<file path="config.mk">
export PLATFORM = sky130hd
export DESIGN_NAME = sci_flag_ctrl
export DESIGN_NICKNAME = d
export VERILOG_FILES = /design/src/rtl/sfc_pkg.sv /design/src/rtl/sfc_flag.sv /design/src/rtl/sfc_irq.sv /design/src/rtl/sci_flag_ctrl.sv
export SDC_FILE = /design/constraint.sdc
export NUM_CORES = 1
export LEC_CHECK = 0
export ABC_AREA = 0
export BUFFER_PORTS_ARGS = -buffer_cell sky130_fd_sc_hd__buf_2
export CAP_MARGIN = 20
export CORE_ASPECT_RATIO = 0.8
export CORE_MARGIN = 4
export CORE_UTILIZATION = 54
export DETAILED_ROUTE_END_ITERATION = 8
export PLACE_DENSITY = 0.81
export SLEW_MARGIN = 20
export SYNTH_ARGS = -nofsm -noshare
export SYNTH_HDL_FRONTEND = slang
export SYNTH_SLANG_ARGS = --single-unit
</file>
<file path="constraint.sdc">
create_clock -name clk -period 4 [get_ports clk]
set_clock_uncertainty 0.15 [all_clocks]
set_input_delay 0.8 -clock clk [delete_from_list [all_inputs] [get_ports clk]]
set_output_delay 0.8 -clock clk [all_outputs]
set_load 0.05 [all_outputs]
</file>
<file path="src/rtl/sfc_pkg.sv">
package sfc_pkg;
    // register addresses
    localparam int ADDR_W = 2;
    localparam logic [ADDR_W-1:0] ADDR_CTRL = 2'd0;
    localparam logic [ADDR_W-1:0] ADDR_STAT = 2'd1;
    localparam logic [ADDR_W-1:0] ADDR_TXH  = 2'd2;
    localparam logic [ADDR_W-1:0] ADDR_RXH  = 2'd3;

    // byte-wide control and status layout
    localparam int REG_W    = 8;
    localparam int CTL_TIE  = 7;
    localparam int CTL_RIE  = 6;
    localparam int CTL_TE   = 5;
    localparam int STAT_TOP = 7;

    // flag indices; status bit = STAT_TOP - index
    localparam int NFLAG = 5;
    localparam int F_TXE = 0;
    localparam int F_RXF = 1;
    localparam int F_ORE = 2;
    localparam int F_FER = 3;
    localparam int F_PER = 4;

    typedef struct packed {
        logic tie;
        logic rie;
        logic te;
    } ctrl_t;

    typedef struct packed {
        logic tx;
        logic rx;
        logic err;
    } irq_t;
endpackage

</file>
<file path="src/rtl/sfc_flag.sv">
// One sticky status flag with read-then-write-zero clearing.
module sfc_flag #(
    parameter bit RESET_VAL = 1'b0
) (
    input  logic clk,
    input  logic rst_n,
    input  logic set_i,
    input  logic force_i,
    input  logic rd_hit_i,
    input  logic wr_zero_i,
    output logic flag_o
);
    typedef struct packed {
        logic flag;
        logic armed;
    } flag_st_t;

    flag_st_t st_d, st_q;

    always_comb begin
        st_d = st_q;
        if (force_i || set_i) begin
            // new event or forced value: any earlier read no longer counts
            st_d.flag  = 1'b1;
            st_d.armed = 1'b0;
        end else if (wr_zero_i && st_q.armed) begin
            st_d.flag  = 1'b0;
            st_d.armed = 1'b0;
        end else if (rd_hit_i && st_q.flag) begin
            st_d.armed = 1'b1;
        end
        if (!st_d.flag) begin
            st_d.armed = 1'b0;
        end
    end

    always_ff @(posedge clk or negedge rst_n) begin
        if (!rst_n) begin
            st_q <= '{flag: RESET_VAL, armed: 1'b0};
        end else begin
            st_q <= st_d;
        end
    end

    assign flag_o = st_q.flag;
endmodule

</file>
<file path="src/rtl/sfc_irq.sv">
// Registered interrupt outputs from flags and enables.
module sfc_irq
    import sfc_pkg::*;
(
    input  logic             clk,
    input  logic             rst_n,
    input  logic [NFLAG-1:0] flags_i,
    input  logic             tie_i,
    input  logic             rie_i,
    output irq_t             irq_o
);
    irq_t irq_d, irq_q;

    always_comb begin
        irq_d.tx  = flags_i[F_TXE] & tie_i;
        irq_d.rx  = flags_i[F_RXF] & rie_i;
        irq_d.err = (flags_i[F_ORE] | flags_i[F_FER] | flags_i[F_PER]) & rie_i;
    end

    always_ff @(posedge clk or negedge rst_n) begin
        if (!rst_n) begin
            irq_q <= '0;
        end else begin
            irq_q <= irq_d;
        end
    end

    assign irq_o = irq_q;
endmodule

</file>
<file path="src/rtl/sci_flag_ctrl.sv">
// Serial port status flags, holding registers and interrupt generation.
module sci_flag_ctrl
    import sfc_pkg::*;
#(
    parameter int DATA_W = 8
) (
    input  logic              clk,
    input  logic              rst_n,
    input  logic [ADDR_W-1:0] bus_addr,
    input  logic              bus_rd,
    input  logic              bus_wr,
    input  logic [DATA_W-1:0] bus_wdata,
    output logic [DATA_W-1:0] bus_rdata,
    output logic [DATA_W-1:0] tx_data,
    output logic              load_req,
    input  logic              sh_idle,
    input  logic              sh_loaded,
    input  logic              rx_done,
    input  logic [DATA_W-1:0] rx_data,
    input  logic              rx_frame_err,
    input  logic              rx_par_err,
    output logic              irq_tx,
    output logic              irq_rx,
    output logic              irq_err
);
    typedef struct packed {
        ctrl_t             ctl;
        logic [DATA_W-1:0] txh;
        logic [DATA_W-1:0] rxh;
    } core_st_t;

    core_st_t st_d, st_q;

    logic [NFLAG-1:0] flag_w;
    logic [NFLAG-1:0] set_v;
    logic [NFLAG-1:0] force_v;
    logic [NFLAG-1:0] wr_zero_v;
    logic             stat_rd;
    logic             stat_wr;
    logic [REG_W-1:0] ctrl_byte;
    logic [REG_W-1:0] stat_byte;
    irq_t             irq_w;

    assign stat_rd = bus_rd && (bus_addr == ADDR_STAT);
    assign stat_wr = bus_wr && (bus_addr == ADDR_STAT);

    // ---------------- register state ----------------
    always_comb begin
        st_d = st_q;
        if (bus_wr) begin
            case (bus_addr)
                ADDR_CTRL: begin
                    st_d.ctl.tie = bus_wdata[CTL_TIE];
                    st_d.ctl.rie = bus_wdata[CTL_RIE];
                    st_d.ctl.te  = bus_wdata[CTL_TE];
                end
                ADDR_TXH: st_d.txh = bus_wdata;
                default: ;
            endcase
        end
        if (rx_done && !flag_w[F_RXF]) begin
            st_d.rxh = rx_data;
        end
    end

    always_ff @(posedge clk or negedge rst_n) begin
        if (!rst_n) begin
            st_q <= '0;
        end else begin
            st_q <= st_d;
        end
    end

    // ---------------- flag events ----------------
    always_comb begin
        set_v          = '0;
        set_v[F_TXE]   = sh_loaded;
        set_v[F_RXF]   = rx_done & ~flag_w[F_RXF];
        set_v[F_ORE]   = rx_done &  flag_w[F_RXF];
        set_v[F_FER]   = rx_done & ~flag_w[F_RXF] & rx_frame_err;
        set_v[F_PER]   = rx_done & ~flag_w[F_RXF] & rx_par_err;
        force_v        = '0;
        force_v[F_TXE] = ~st_q.ctl.te;
        for (int i = 0; i < NFLAG; i++) begin
            wr_zero_v[i] = stat_wr & ~bus_wdata[STAT_TOP - i];
        end
    end

    for (genvar g = 0; g < NFLAG; g++) begin : g_flag
        sfc_flag #(
            .RESET_VAL(g == F_TXE)
        ) u_flag (
            .clk      (clk),
            .rst_n    (rst_n),
            .set_i    (set_v[g]),
            .force_i  (force_v[g]),
            .rd_hit_i (stat_rd),
            .wr_zero_i(wr_zero_v[g]),
            .flag_o   (flag_w[g])
        );
    end

    // ---------------- read mux ----------------
    always_comb begin
        ctrl_byte          = '0;
        ctrl_byte[CTL_TIE] = st_q.ctl.tie;
        ctrl_byte[CTL_RIE] = st_q.ctl.rie;
        ctrl_byte[CTL_TE]  = st_q.ctl.te;
        stat_byte          = '0;
        for (int i = 0; i < NFLAG; i++) begin
            stat_byte[STAT_TOP - i] = flag_w[i];
        end
        bus_rdata = '0;
        case (bus_addr)
            ADDR_CTRL: bus_rdata[REG_W-1:0] = ctrl_byte;
            ADDR_STAT: bus_rdata[REG_W-1:0] = stat_byte;
            ADDR_TXH:  bus_rdata = st_q.txh;
            default:   bus_rdata = st_q.rxh;
        endcase
    end

    // ---------------- shifter handshake ----------------
    assign tx_data  = st_q.txh;
    assign load_req = st_q.ctl.te & ~flag_w[F_TXE] & sh_idle;

    // ---------------- interrupts ----------------
    sfc_irq u_irq (
        .clk    (clk),
        .rst_n  (rst_n),
        .flags_i(flag_w),
        .tie_i  (st_q.ctl.tie),
        .rie_i  (st_q.ctl.rie),
        .irq_o  (irq_w)
    );

    assign irq_tx  = irq_w.tx;
    assign irq_rx  = irq_w.rx;
    assign irq_err = irq_w.err;
endmodule

</file>
==> flow_metrics.tcl <==
set metrics [dict create \
    p_seq_share_pct 45.4 \
    die_height_um 55.54 \
    cts.sinks 32 \
    core_area_sq_um 2562 \
    grt.overflow.total 0 \
    critPathMaxFanout 14 \
    syn-num-nets 139 \
    postSynth.asyncResetShare_pct 100.0 \
    grt_antenna_before_repair 0 \
    wl_um 3202 \
    r2r_setup_slack_ps 2300 \
    synthDistinctLibCells 27 \
    synth_simple_gate_area_share_pct 10.83 \
    synthFlopType "sky130_fd_sc_hd__dfrtp_1" \
    drv_cap 0 \
    gpl.final_weighted_congestion 0.7763 \
    cts_made_buffers 5 \
    final_hold_viol_count 0 \
    max-slew-margin-rel_pct 53.47 \
    synthesis.instances 112 \
    synth_largest_area_cell "sky130_fd_sc_hd__dfrtp_1" \
    synth.area.mux_share_pct 22.40 \
    drive_above_1_share_pct 50.32 \
    complex_gate_fraction_of_the_synthesized_area_pct 8.039 \
    critical_path.endpoint "bus_rdata[6]" \
    worstSetupStartpointType "input port" \
    initial_core_util_pct 59.52 \
    detailedRoute.firstIterationViolations 54 \
    holdWs_ps 343.6 \
    mostFrequentLayoutCells "sky130_fd_sc_hd__buf_2 (46), sky130_fd_sc_hd__dfrtp_1 (31), sky130_fd_sc_hd__mux2_2 (21)" \
    antenna_cells 0 \
    placementRows 16 \
    hp-class "input port to asynchronous set/reset pin" \
    synthesis.area_per_instance_sq_um 13.62 \
    avgViaCountPerCell 5.513 \
    cts.repair_timing.setup_buffer_count 0 \
    timing_max_transition_violations_final 0 \
    yosysTopAreaCellShare_pct 50.86 \
    r2r_cells 2 \
    post-route-min-period_ps 2847 \
    share_of_total_power_in_combinational_logic_pct 38.1 \
    area_delta_synth_final_pct 15.67 \
    detail_route.wl_per_cell_um 16.76 \
    path_common_cell "sky130_fd_sc_hd__buf_2" \
    worst_r2r_end "st_q[1]" \
    syn-cell-area_sq_um 1525 \
    floorplan.die.width_um 67.42 \
    vias 1053 \
    grt_start_max_net_pins 33 \
    globalRouteTotalUtil_pct 18.90 \
    status "finished clean" \
    yosys_warnings 0 \
    ant_nets 0 \
    ys_seq_area_share_pct 52.58 \
    mostFrequentLayoutCell "sky130_fd_sc_hd__buf_2" \
    synth_edf_count 0 \
    drt_pre_antenna_iters 4 \
    crit_path_capture_type "primary output" \
    number_of_ports_placed_on_the_die_boundary 47 \
    power.switching_fraction_pct 39.76 \
    crit_required_ps 3050 \
    worst_ir_drop_vdd_mv 0.3457 \
    ctsResizeCount 0 \
    worst-slew-pin-transition_ps 698.0 \
    post-route-drc-count 0 \
    synthXorXnorAreaFrac_pct 0 \
    clock_path_buffers 2 \
    place.detailed.hpwl_um 2370 \
    final.setup.tns_ps 0 \
    ctsHoldBuffers 0 \
    data_arrival_critical_path_ps 1900 \
    timing.critical_path.cells "buf_2, mux4_1, buf_2" \
    synth_top_cells_by_area "sky130_fd_sc_hd__dfrtp_1 (51%), sky130_fd_sc_hd__mux2_2 (16%), sky130_fd_sc_hd__buf_4 (4.9%)" \
    ys_seq_elements 32 \
    main_combinational_cell_family_by_area_after_synthesis "multiplexers" \
    htree_levels 2 \
    setup_viol 0 \
    p_switching_mw 0.4254 \
    power_density_nw_per_um2 606.4 \
    final.period_utilization_pct 71.17 \
    finalNetCount 181 \
    number_of_i_o_port_buffers 46 \
    clkTransAtPathRegs_ps 110 \
    clockPowerShare_pct 16.5 \
    cell_leakage_power_nw 0.8334 \
    crit_type "input port to primary output" \
    number_of_global_route_vias_before_repair 1050 \
    global_route_wire_length_before_repair_um 5175 \
    critical_path.max_stage_delay_ps 600 \
    clk_latency_ps 330 \
    timing.rr.start "g_flag[1].u_flag.flag_o" \
    grt_setup_unrepaired "false" \
    tritoncts "built" \
    synthAdderAreaFrac_pct 0 \
    floorplan.die_area_sq_um 3744 \
    crit_slowest_cell "sky130_fd_sc_hd__mux4_1" \
    startpoint "bus_addr[0]" \
    maximum_achievable_frequency_mhz 351.3 \
    cts-root-buf "sky130_fd_sc_hd__clkbuf_4" \
    internal-power_mw 0.6444 \
]
critical path: cells and delay by family:
| family | cells | cell delay [ps] |
|---|---|---|
| buffers and inverters | 2 | 500 |
| multiplexers | 1 | 600 |
synthesized netlist by cell type, types with 3 or more instances:
cell type / instances
sky130_fd_sc_hd__mux2_2: 21
sky130_fd_sc_hd__nand3b_1: 4
sky130_fd_sc_hd__nand2_1: 4
sky130_fd_sc_hd__dfrtp_1: 31
sky130_fd_sc_hd__mux2i_1: 3
sky130_fd_sc_hd__a22o_1: 3
sky130_fd_sc_hd__nor2b_1: 5
sky130_fd_sc_hd__buf_4: 10
sky130_fd_sc_hd__o21ai_0: 4
sky130_fd_sc_hd__nor3b_1: 3
how the worst min path moves through the flow:
stage                              end          from  cells past startpoint
6_report                u_irq.irq_o[1]         rst_n                      1
4_1_cts        g_flag[2].u_flag.flag_o         rst_n                      1
2_1_floorplan           u_irq.irq_o[2]  ctrl_byte[7]                      1
3_5_place_dp            u_irq.irq_o[2]  ctrl_byte[7]                      1
5_1_grt                        st_q[4]       st_q[4]                      1
3_3_place_gp                   st_q[7]       st_q[7]                      1
kinds of logic (layout without fill, tap and decap cells):
logic type	count (synthesis)	count (layout)
AO/OA/AOI/OAI	15	15
buffers and inverters	13	56
flip-flops	32	32
multiplexers	27	27
AND/OR/NAND/NOR	25	25
area by class of cell:
| cell class | instances | area, sq um |
|---|---|---|
| multi-input combinational | 67 | 629.4 |
| tap | 36 | 45.04 |
| clock buffer | 7 | 45.04 |
| inverter | 2 | 7.507 |
| timing repair buffer | 46 | 230.2 |
| clock inverter | 1 | 5.005 |
| fill | 211 | 798.3 |
| sequential | 32 | 802.0 |
registers in the layout, summed over array words and instances, names as in the netlist:
register              count
tx_data                   8
g_flag.u_flag.flag_o      5
g_flag.u_flag.st_q        5
st_q                      8
ctrl_byte                 3
u_irq.irq_o               3
power groups by stage:
stage          Combinational (mW)  Clock [mW]  Sequential [mW]
2_1_floorplan               0.323           0            0.496
3_3_place_gp                0.399           0            0.485
3_5_place_dp                0.412           0            0.491
4_1_cts                     0.412       0.180            0.485
5_1_grt                     0.433       0.197            0.499
6_report                    0.408       0.176            0.485
through the flow:
stage / setup WS, ps / instance area (sq um) / util, % / instances / power (mW)
detailed placement: 1158 / 1714 / 66.89 / 183 / 0.9028
global route: 1127 / 1764 / 68.85 / 191 / 1.129
CTS: 1158 / 1764 / 68.85 / 191 / 1.077
finish: 1153 / 1764 / 68.85 / 191 / 1.070
floorplan: 1319 / 1525 / - / 112 / 0.8191
global placement: 1160 / 1714 / 66.89 / 183 / 0.8833
per-layer routing:
metal	vias to the layer above	track usage, %	wire length (um)
li1	484	-	-
met2	36	27.31	1513
met3	3	7.911	209
met4	0	5.202	25
met5	-	0	0
met1	530	25.96	1454
Note: power is estimated with default switching activity, not from simulation.
